--- config.mk ---
export PLATFORM = sky130hd
export DESIGN_NAME = uart_brk_rx
export DESIGN_NICKNAME = d
export VERILOG_FILES = /design/src/rtl/uart_brk_pkg.sv /design/src/rtl/uart_brk_sampler.sv /design/src/rtl/uart_brk_shifter.sv /design/src/rtl/uart_brk_status.sv /design/src/rtl/uart_brk_rx.sv
export SDC_FILE = /design/constraint.sdc
export NUM_CORES = 1
export LEC_CHECK = 0
export BUFFER_PORTS_ARGS = -buffer_cell sky130_fd_sc_hd__buf_2
export CORE_UTILIZATION = 59
export DETAILED_ROUTE_END_ITERATION = 8
export GPL_ROUTABILITY_DRIVEN = 0
export PLACE_DENSITY = 0.81
export REMOVE_ABC_BUFFERS = 1
export SLEW_MARGIN = 0
export SYNTH_ARGS = -nofsm -noshare
export SYNTH_HDL_FRONTEND = slang
export SYNTH_HIERARCHICAL = 1
export SYNTH_SLANG_ARGS = --single-unit
--- constraint.sdc ---
create_clock -name clk -period 2.5 [get_ports clk]
set_clock_uncertainty 0.15 [all_clocks]
set_input_delay 0.125 -clock clk [delete_from_list [all_inputs] [get_ports clk]]
set_output_delay 0.125 -clock clk [all_outputs]
set_load 0.1 [all_outputs]
--- src/rtl/uart_brk_pkg.sv ---
package uart_brk_pkg;
    localparam int DATA_MAX = 9;
    localparam int IDX_W    = $clog2(DATA_MAX);
    localparam int PH_W     = 4;
    localparam logic [PH_W-1:0] PH_LAST   = 4'd15;
    localparam logic [PH_W-1:0] ST_SAMP_A = 4'd2;
    localparam logic [PH_W-1:0] ST_SAMP_B = 4'd4;
    localparam logic [PH_W-1:0] ST_DEC    = 4'd6;
    localparam logic [PH_W-1:0] BT_SAMP_A = 4'd6;
    localparam logic [PH_W-1:0] BT_SAMP_B = 4'd7;
    localparam logic [PH_W-1:0] BT_DEC    = 4'd8;

    typedef enum logic [2:0] {
        ST_IDLE,
        ST_START,
        ST_DATA,
        ST_PARITY,
        ST_STOP,
        ST_BRKWAIT
    } rx_state_e;
endpackage

--- src/rtl/uart_brk_sampler.sv ---
module uart_brk_sampler
    import uart_brk_pkg::*;
(
    input  logic            clk,
    input  logic            rst_n,
    input  logic            tick,
    input  logic            rxd,
    input  logic [PH_W-1:0] ph,
    input  logic            in_start,
    output logic            vote,
    output logic            disagree
);
    logic s_a, s_b;
    logic cap_a, cap_b;

    always_comb begin
        cap_a = tick && (in_start ? (ph == ST_SAMP_A) : (ph == BT_SAMP_A));
        cap_b = tick && (in_start ? (ph == ST_SAMP_B) : (ph == BT_SAMP_B));
    end

    always_ff @(posedge clk or negedge rst_n) begin
        if (!rst_n) begin
            s_a <= 1'b1;
            s_b <= 1'b1;
        end else begin
            if (cap_a) s_a <= rxd;
            if (cap_b) s_b <= rxd;
        end
    end

    always_comb begin
        vote     = (s_a & s_b) | (s_a & rxd) | (s_b & rxd);
        disagree = !((s_a == s_b) && (s_b == rxd));
    end
endmodule

--- src/rtl/uart_brk_shifter.sv ---
module uart_brk_shifter
    import uart_brk_pkg::*;
(
    input  logic                clk,
    input  logic                rst_n,
    input  logic                clr,
    input  logic                wr,
    input  logic [IDX_W-1:0]    idx,
    input  logic                bitv,
    output logic [DATA_MAX-1:0] word
);
    for (genvar i = 0; i < DATA_MAX; i++) begin : g_bit
        always_ff @(posedge clk or negedge rst_n) begin
            if (!rst_n)
                word[i] <= 1'b0;
            else if (clr)
                word[i] <= 1'b0;
            else if (wr && (idx == IDX_W'(i)))
                word[i] <= bitv;
        end
    end
endmodule

--- src/rtl/uart_brk_status.sv ---
module uart_brk_status
    import uart_brk_pkg::*;
(
    input  logic                clk,
    input  logic                rst_n,
    input  logic                done,
    input  logic                brk,
    input  logic                fe_in,
    input  logic                pe_in,
    input  logic                ne_in,
    input  logic [DATA_MAX-1:0] word,
    input  logic                rd,
    output logic [DATA_MAX-1:0] rx_data,
    output logic                rx_full,
    output logic                frame_err,
    output logic                overrun,
    output logic                noise,
    output logic                par_err
);
    logic accept;
    assign accept = done && (!rx_full || rd);

    always_ff @(posedge clk or negedge rst_n) begin
        if (!rst_n) begin
            rx_data   <= '0;
            rx_full   <= 1'b0;
            frame_err <= 1'b0;
            overrun   <= 1'b0;
            noise     <= 1'b0;
            par_err   <= 1'b0;
        end else if (accept) begin
            rx_data   <= brk ? '0 : word;
            rx_full   <= 1'b1;
            frame_err <= fe_in;
            par_err   <= pe_in;
            noise     <= ne_in;
            overrun   <= 1'b0;
        end else if (done) begin
            overrun   <= 1'b1;
        end else if (rd) begin
            rx_full   <= 1'b0;
            frame_err <= 1'b0;
            par_err   <= 1'b0;
            noise     <= 1'b0;
            overrun   <= 1'b0;
        end
    end

    // a taken break leaves zero data, framing error and full
    a_r6_break_zero: assert property (@(posedge clk) disable iff (!rst_n)
        (done && brk && (!rx_full || rd)) |=> (rx_data == '0 && frame_err && rx_full));
    // dropped character keeps the holder
    a_r9_overrun_keep: assert property (@(posedge clk) disable iff (!rst_n)
        (done && rx_full && !rd) |=> (overrun && rx_full && $stable(rx_data)));
    // read empties the holder
    a_r10_read_clears: assert property (@(posedge clk) disable iff (!rst_n)
        (rd && !done) |=> (!rx_full && !overrun && !frame_err));
    // read in the completion cycle lets the new character in
    a_r10_same_cycle: assert property (@(posedge clk) disable iff (!rst_n)
        (done && rd) |=> (rx_full && !overrun));
endmodule

--- src/rtl/uart_brk_rx.sv ---
module uart_brk_rx
    import uart_brk_pkg::*;
(
    input  logic                clk,
    input  logic                rst_n,
    input  logic                os_tick,
    input  logic                rxd,
    input  logic                nine_bit,
    input  logic                par_en,
    input  logic                par_odd,
    input  logic                rd_strobe,
    output logic [DATA_MAX-1:0] rx_data,
    output logic                rx_full,
    output logic                frame_err,
    output logic                overrun,
    output logic                noise,
    output logic                par_err,
    output logic                rx_active
);
    rx_state_e        state, state_n;
    logic [PH_W-1:0]  ph, ph_n;
    logic [IDX_W-1:0] bidx, bidx_n;
    logic             nacc, nacc_n;
    logic             pacc, pacc_n;
    logic             allz, allz_n;
    logic             perr, perr_n;

    logic             vote, disagree;
    logic             done, brk, fe_bit, ne_bit, clr, wr;
    logic [IDX_W-1:0] last_idx;
    logic [DATA_MAX-1:0] word;

    assign last_idx = nine_bit ? IDX_W'(DATA_MAX - 1) : IDX_W'(DATA_MAX - 2);

    uart_brk_sampler u_samp (
        .clk      (clk),
        .rst_n    (rst_n),
        .tick     (os_tick),
        .rxd      (rxd),
        .ph       (ph),
        .in_start (state == ST_START),
        .vote     (vote),
        .disagree (disagree)
    );

    uart_brk_shifter u_shift (
        .clk   (clk),
        .rst_n (rst_n),
        .clr   (clr),
        .wr    (wr),
        .idx   (bidx),
        .bitv  (vote),
        .word  (word)
    );

    uart_brk_status u_stat (
        .clk       (clk),
        .rst_n     (rst_n),
        .done      (done),
        .brk       (brk),
        .fe_in     (fe_bit),
        .pe_in     (perr),
        .ne_in     (ne_bit),
        .word      (word),
        .rd        (rd_strobe),
        .rx_data   (rx_data),
        .rx_full   (rx_full),
        .frame_err (frame_err),
        .overrun   (overrun),
        .noise     (noise),
        .par_err   (par_err)
    );

    // state register
    always_ff @(posedge clk or negedge rst_n) begin
        if (!rst_n) begin
            state <= ST_IDLE;
            ph    <= '0;
            bidx  <= '0;
            nacc  <= 1'b0;
            pacc  <= 1'b0;
            allz  <= 1'b1;
            perr  <= 1'b0;
        end else begin
            state <= state_n;
            ph    <= ph_n;
            bidx  <= bidx_n;
            nacc  <= nacc_n;
            pacc  <= pacc_n;
            allz  <= allz_n;
            perr  <= perr_n;
        end
    end

    // next state and frame events
    always_comb begin
        state_n = state;
        ph_n    = ph;
        bidx_n  = bidx;
        nacc_n  = nacc;
        pacc_n  = pacc;
        allz_n  = allz;
        perr_n  = perr;
        done    = 1'b0;
        brk     = 1'b0;
        fe_bit  = 1'b0;
        ne_bit  = nacc | disagree;
        clr     = 1'b0;
        wr      = 1'b0;
        unique case (state)
            ST_IDLE: begin
                if (os_tick && !rxd) begin
                    state_n = ST_START;
                    ph_n    = 4'd1;
                    bidx_n  = '0;
                    nacc_n  = 1'b0;
                    pacc_n  = 1'b0;
                    allz_n  = 1'b1;
                    perr_n  = 1'b0;
                    clr     = 1'b1;
                end
            end
            ST_START: begin
                if (os_tick) begin
                    ph_n = ph + 4'd1;
                    if (ph == ST_DEC) begin
                        nacc_n = disagree;
                        if (vote) begin
                            state_n = ST_IDLE;
                            ph_n    = '0;
                        end
                    end else if (ph == PH_LAST) begin
                        state_n = ST_DATA;
                    end
                end
            end
            ST_DATA: begin
                if (os_tick) begin
                    ph_n = ph + 4'd1;
                    if (ph == BT_DEC) begin
                        wr     = 1'b1;
                        nacc_n = nacc | disagree;
                        pacc_n = pacc ^ vote;
                        allz_n = allz & ~vote;
                    end else if (ph == PH_LAST) begin
                        if (bidx == last_idx) begin
                            state_n = par_en ? ST_PARITY : ST_STOP;
                            bidx_n  = '0;
                        end else begin
                            bidx_n  = bidx + 1'b1;
                        end
                    end
                end
            end
            ST_PARITY: begin
                if (os_tick) begin
                    ph_n = ph + 4'd1;
                    if (ph == BT_DEC) begin
                        nacc_n = nacc | disagree;
                        allz_n = allz & ~vote;
                        perr_n = (pacc ^ vote) != par_odd;
                    end else if (ph == PH_LAST) begin
                        state_n = ST_STOP;
                    end
                end
            end
            ST_STOP: begin
                if (os_tick) begin
                    ph_n = ph + 4'd1;
                    if (ph == BT_DEC) begin
                        done    = 1'b1;
                        fe_bit  = !vote;
                        brk     = allz && !vote;
                        ph_n    = '0;
                        state_n = (allz && !vote) ? ST_BRKWAIT : ST_IDLE;
                    end
                end
            end
            ST_BRKWAIT: begin
                if (os_tick && rxd) state_n = ST_IDLE;
            end
            default: state_n = ST_IDLE;
        endcase
    end

    // outputs
    always_comb begin
        rx_active = (state == ST_START) || (state == ST_DATA) ||
                    (state == ST_PARITY) || (state == ST_STOP);
    end

    // a low sample in IDLE starts reception
    a_r11_active_on_start: assert property (@(posedge clk) disable iff (!rst_n)
        (state == ST_IDLE && os_tick && !rxd) |=> rx_active);
    // no new start while the line stays low after a break
    a_r7_hold_after_break: assert property (@(posedge clk) disable iff (!rst_n)
        (state == ST_BRKWAIT && !(os_tick && rxd)) |=> !rx_active);
    // a high vote rejects the start bit
    a_r2_false_start: assert property (@(posedge clk) disable iff (!rst_n)
        (state == ST_START && os_tick && ph == ST_DEC && vote) |=> !rx_active);
    // judging the stop sample ends reception
    a_r11_active_end: assert property (@(posedge clk) disable iff (!rst_n)
        done |=> !rx_active);
endmodule

Yosys cells after proc, flatten, opt, wreduce, memory -nomap -nowiden
Index checks and enable logic that the tools add are counted.

storage, ports and cells
  register bits = 40
  input bits = 8
  output and inout port bits = 15
  word-level logic and storage cells = 219

cells by class
  $add $sub $neg = 2
  eq/ne operators = 43
  multiplexer cells = 90
  bitwise operators = 9
  reductions and logical operators = 51

operators with widths
  kind                   count
  $mux W1                52
  $mux W4                13
  $mux W3                17
  $ne A2 B2 Y1 const B   16
  $eq A4 B3 Y1 const B   7
  $reduce_bool A2 Y1     13
  $pmux W3 S6            1
  $logic_and A1 B1 Y1    16
  $pmux W4 S4            1
  $reduce_and A14 Y1     1
  $eq A4 B2 Y1 const B   3
  $eq A4 B4 Y1 const B   3
  $reduce_and A4 Y1      3
  $reduce_and A5 Y1      2
  $mux W9                1
  $add A4 B1 Y4 const B  2
  $pmux W4 S2            1
  $eq A3 B2 Y1 const B   2
  $eq A3 B3 Y1 const B   2
  $pmux W1 S2            3
  $reduce_and A6 Y1      1
  $reduce_bool A3 Y1     2
  $and A1 B1 Y1          4
  $eq A4 B1 Y1 const B   1
  other kinds (18)       28

Longest topological paths before layout
  depth in word-level cells = 9
  gate-level depth with buffers = 8
  mapped depth without buffers = 7

Modules after synthesis
Netlist, hierarchy kept.

by module, submodules not included
  module            instances  cells an instance  area each (um^2)  sequential area each (um^2)
  uart_brk_rx       1          138                1179.9            376.6
  uart_brk_status   1          43                 616.8             350.3
  uart_brk_shifter  1          43                 462.9             225.2
  uart_brk_sampler  1          18                 197.7             52.6

Least setup slack after synthesis
OpenSTA, ideal clock, no wires.

  path type = register to output
  start point = register state[1]
  end point = output port rx_active
  data arrival time = 2.152 ns
  required time = 2.225 ns
  slack = 0.073 ns
  cell stages (with the launch flop) = 4
  buffers on the path = 1
  cell sequence = dfrtp_1 -> buf_4 -> nor2_2 -> xnor2_1

on the way
  word-level cells in the longest chain between the ends = 4
  elaborated cells between the ends (all ways) = 7
  those cells by class = 4 x eq/ne; 3 x reduce/logical

ends and longest elaborated chain
  item                                          RTL line            RTL
  start: declaration                            uart_brk_rx.sv:20   rx_state_e state, state_n;
  start signal: assignment                      uart_brk_rx.sv:85   state <= state_n;
  $eq A3 B1 Y1 or $eq A3 B2 Y1 (tied branches)  uart_brk_rx.sv:188  rx_active = (state == ST_START) || (state == ST_DATA) ||
  $logic_or A1 B1 Y1 (2 in a row)               uart_brk_rx.sv:188
  $logic_or A1 B1 Y1 *                          uart_brk_rx.sv:189  (state == ST_PARITY) || (state == ST_STOP);
  end: declaration                              uart_brk_rx.sv:18   output logic rx_active

Mark *: on every way between the ends. The rest lies on a longest branch, timed or not.

Final worst setup path
  start point = register ph[0]
  end point = register u_stat.rx_data[5]

on the way
  word-level cells in the longest chain between the ends = 5
  elaborated cells between the ends (all ways) = 9
  those cells by class = 1 x eq/ne; 7 x mux; 1 x reduce/logical

ends and longest elaborated chain
  item                      RTL line               RTL
  start: declaration        uart_brk_rx.sv:21      logic [PH_W-1:0] ph, ph_n;
  start signal: assignment  uart_brk_rx.sv:86      ph <= ph_n;
  $eq A4 B4 Y1              uart_brk_rx.sv:170     if (ph == BT_DEC) begin
  $mux W1                   uart_brk_rx.sv:170
  $mux W1                   --
  $mux W1                   uart_brk_rx.sv:110     unique case (state)
  via done                  uart_brk_rx.sv:29      logic done, brk, fe_bit, ne_bit, clr, wr;
  $logic_and A1 B1 Y1       uart_brk_status.sv:21  assign accept = done && (!rx_full || rd);
  end signal: assignment    uart_brk_status.sv:32  rx_data <= brk ? '0 : word;
  end: declaration          uart_brk_status.sv:13  output logic [DATA_MAX-1:0] rx_data,

The timed path passes the listed nets, and every way through them passes these cells.
A chain may end at the register's enable or synchronous reset.

==> results.txt <==
* Cell area after placement: 0.002629 mm^2
- 23 I/O pins were placed.
* Pin count of the biggest net entering global routing: a little over 40
- Final Hold Vio Count: 0
* Fraction of synthesized cell area taken by the top area cell type: between 30% and 40%
* Area growth, synth to finish: 12.32%
* Maximum single-stage delay on the critical path: 0.48 ns
* Max layer used: met4
- Initial core utilization: 61.43%
- Power per cell area: 952.4 mW/mm^2
- STA puts the critical path data required time at 2.53 ns.
* Maximum clock insertion buffer count: 2
* Total length of routed met2 wires: 2.278 mm
- Area taken by multi-input logic gates: 0.001380 mm^2
- Global routing finished with a remaining overflow of 0.
- In the final routed layout, each cell accounts on average for roughly 15 um.
* Flip-flop cell with the highest count after synthesis: sky130_fd_sc_hd__dfrtp_1
- Clock network latency to the later pin of the worst-skew pair: approximately 0.29 ns
- Seq/Total Area, Yosys: between 40% and 50%
- Vias per inst: 5.898
* Number of buffers inserted during clock tree synthesis: 5
- Die Area: between 0.004 and 0.005 mm^2
- The analysis attributes to cell leakage a power of 0.001336 uW.
* Post-cts resize count: 0
- H-tree levels: 2
* Antenna violations before repair: 0
* Final nets: ~290
- The tightest min-delay check is of the in -> reg type.
- The worst pin sits at a relative slew slack of 40.28%.
- The tool flagged a number of max-cap violations equal to 0.
- Clock-pin slew was measured on the worst setup and hold paths at 0.08 ns.
- Syn Std Cell Area: 0.002457 mm^2
- Data arrives at the worst endpoint at 2.28 ns.
* Number of antenna cells inserted: 0
- The first global-routing pass estimated 7.921 mm of wire.
- The first detailed-routing pass took 4 iterations.
* Number of DRC violations after detailed routing: 0
- Sum of internal, switching and leakage power: between 2000 and 3000 uW
- The max-slew violation count is 0.
- In the final layout, the share of cells above drive strength 1 is 25.74%.
* Layout Utilization: between 60% and 70%
- Setup violations remaining at the end of the flow were counted as 0.
- Setup repair after global routing missed its margin: false
- Yosys warning total: 6
- Once layout is done, the placed cells without fillers occupy 0.002760 mm^2.
- The total area inside the core boundary comes to 0.004000 mm^2.
- After synthesis, the mean cell area works out to 10.15 um^2.
- Registers take roughly 0.0010 mm^2.
* Slew @ Worst Pin: about 0.9 ns
* Worst setup path category: reg -> reg
- Number of distinct library cells after synthesis: 63
- The run finished with clean final reports.
- Number of buffers inserted by port buffering: 22
- Worst setup EP type: register
* Kind of start point of the critical path: register
- The worst path in the final design needs a cycle of between 2 and 2.5 ns, including I/O delays and setup.
- In the finished design, the share of the clock period the worst path needs comes to 89.78%.
- CP Max Fanout: 12
- Counting flops with an async set or reset pin after synthesis yields a share of 100.0%.
- For this run, the top clock speed supported by timing is 0.4455 GHz.
- The clock drives 40 sinks.
- TritonCTS built the clock tree.
- Global router's overall resource usage: between 20% and 30%
* IR drop worst, VDD: 0.6192 mV
* Filler cell count in the final layout: 315
- Row generation in the floorplan step produced 23 rows.
* Cell type with the highest aggregate area in the netlist: sky130_fd_sc_hd__dfrtp_1
* Die Width: 66.54 um
- Most area-consuming cells after synthesis: sky130_fd_sc_hd__dfrtp_1 38%, sky130_fd_sc_hd__mux2i_1 5.3%, sky130_fd_sc_hd__mux2_4 4.9%, sky130_fd_sc_hd__nand2b_1 4.3%, sky130_fd_sc_hd__nand2_1 3.5%
- In the final routing, the length of wire on met1 measures 2.298 mm.
* Root buf cell: sky130_fd_sc_hd__clkbuf_8
* Worst slack on hold paths: 0.04901 ns
- Wire segments on met3 add up to 195 um in the final route.
* Number of synthesized register bits: 40
- Counting flops with a built-in enable in the synthesized netlist gives 0.
- Initial drt markers: 149
- Number of global-route vias before repair: 1,697
- Count of antenna-violating nets left after detailed routing: 0
* Number of standard cells after synthesis: roughly 240
- Crit path max-delay cell type: sky130_fd_sc_hd__dfrtp_1
- DIE HEIGHT: 66.54 um
- Vias: 1,899
* Half-perimeter wire length after detailed placement: ~3.4 mm
- Worst path cell trace: inv_1 -> ha_1 -> nand4b_1 -> nor2_1 -> and2_4 -> mux2_2
- The final layout contains routed wiring with a total length of 4.839 mm.
sequential cells by signal (all words and copies together) (netlist names), 3 cells and up:
register        flops
state               3
bidx                4
ph                  4
u_shift/word        9
u_stat/rx_data      9
placed cells by master, fill, tap and decap left out, drive strengths merged, types with 4 or more instances in the layout:
cell	instances
clkbuf	5
ha	6
nand2	24
mux2	12
nor2	12
o21ai	7
a21oi	9
xnor2	4
nand3	9
nand2b	18
mux2i	13
inv	7
nor3	7
nor2b	12
a22o	5
dfrtp	37
buf	28
critical path: cells and delay by family (launching register included):
kind	cells	cell delay [ns]
adders and majority gates	1	0.17
buffers and inverters	1	0.12
muxes	1	0.37
and+or+nand+nor	3	0.85
DFF	1	0.48
worst paths after layout:
check / startpoint / to / slack, ns / cells after the start
min: rxd / u_samp/s_b / 0.05 / 3
min reg2reg: allz / allz / 0.35 / 2
max: ph[0] / u_stat/rx_data[5] / 0.26 / 6
max reg2reg: ph[0] / u_stat/rx_data[5] / 0.26 / 6
min in group asynchronous: rst_n / u_stat/rx_full / 0.34 / 2
max in group asynchronous: rst_n / state[0] / 1.30 / 2
synth_stat cells, drive strengths merged (3+ instances only):
cell type	n
nor2b	12
buf	6
dfstp	3
mux2i	13
mux2	12
nand3b	3
ha	6
nor2	12
inv	7
nor3	7
nand4b	3
nand2b	18
nand3	9
o21ai	7
and3b	3
a22o	5
a21oi	9
dfrtp	37
or2	3
nand2	24
xnor2	4
o22ai	3
layer usage:
metal	up-vias	global-route usage, %
met4	0	8.777
met2	52	38.65
met3	7	5.993
met1	912	31.54
li1	928	-
met5	-	0
report_power, final:
part           internal [uW]  switching, uW
registers                752            134
clock network            295            230
logic                    496            722
through the flow:
step                      worst slack, ns  cells  TNS (ns)
after floorplan                  -0.09077    234  -0.09077
after global routing               0.1593    322         0
after CTS                          0.2608    322         0
after detailed placement           0.2739    312         0
after global placement             0.3555    312         0
final                              0.2554    322         0
what timing repair did:
action                    4_1_cts  5_1_grt
hold buffers                    2        0
buffers inserted                0        0
hold endpoints to repair       38        0
logic make-up (layout without fill, tap and decap cells):
logic type | count (synthesis) | in the layout | synth area share (%)
and+or+nand+nor | 109 | 109 | 27.09
muxes | 25 | 25 | 12.02
xor gates and xnor gates | 4 | 4 | 1.426
DFF | 40 | 40 | 40.89
buffers and inverters | 15 | 45 | 2.953
AOI/OAI and AO/OA | 43 | 43 | 12.58
adders and majority gates | 6 | 6 | 3.055
layout make-up:
cell class,instances,area share (%)
tap,50,2.267
timing repair buffer,30,6.346
clock inverter,3,1.541
inverter,7,0.9519
sequential,40,36.40
clock buffer,5,2.493
multi-input combinational,187,50.00
(Power assumes the default switching activity.)
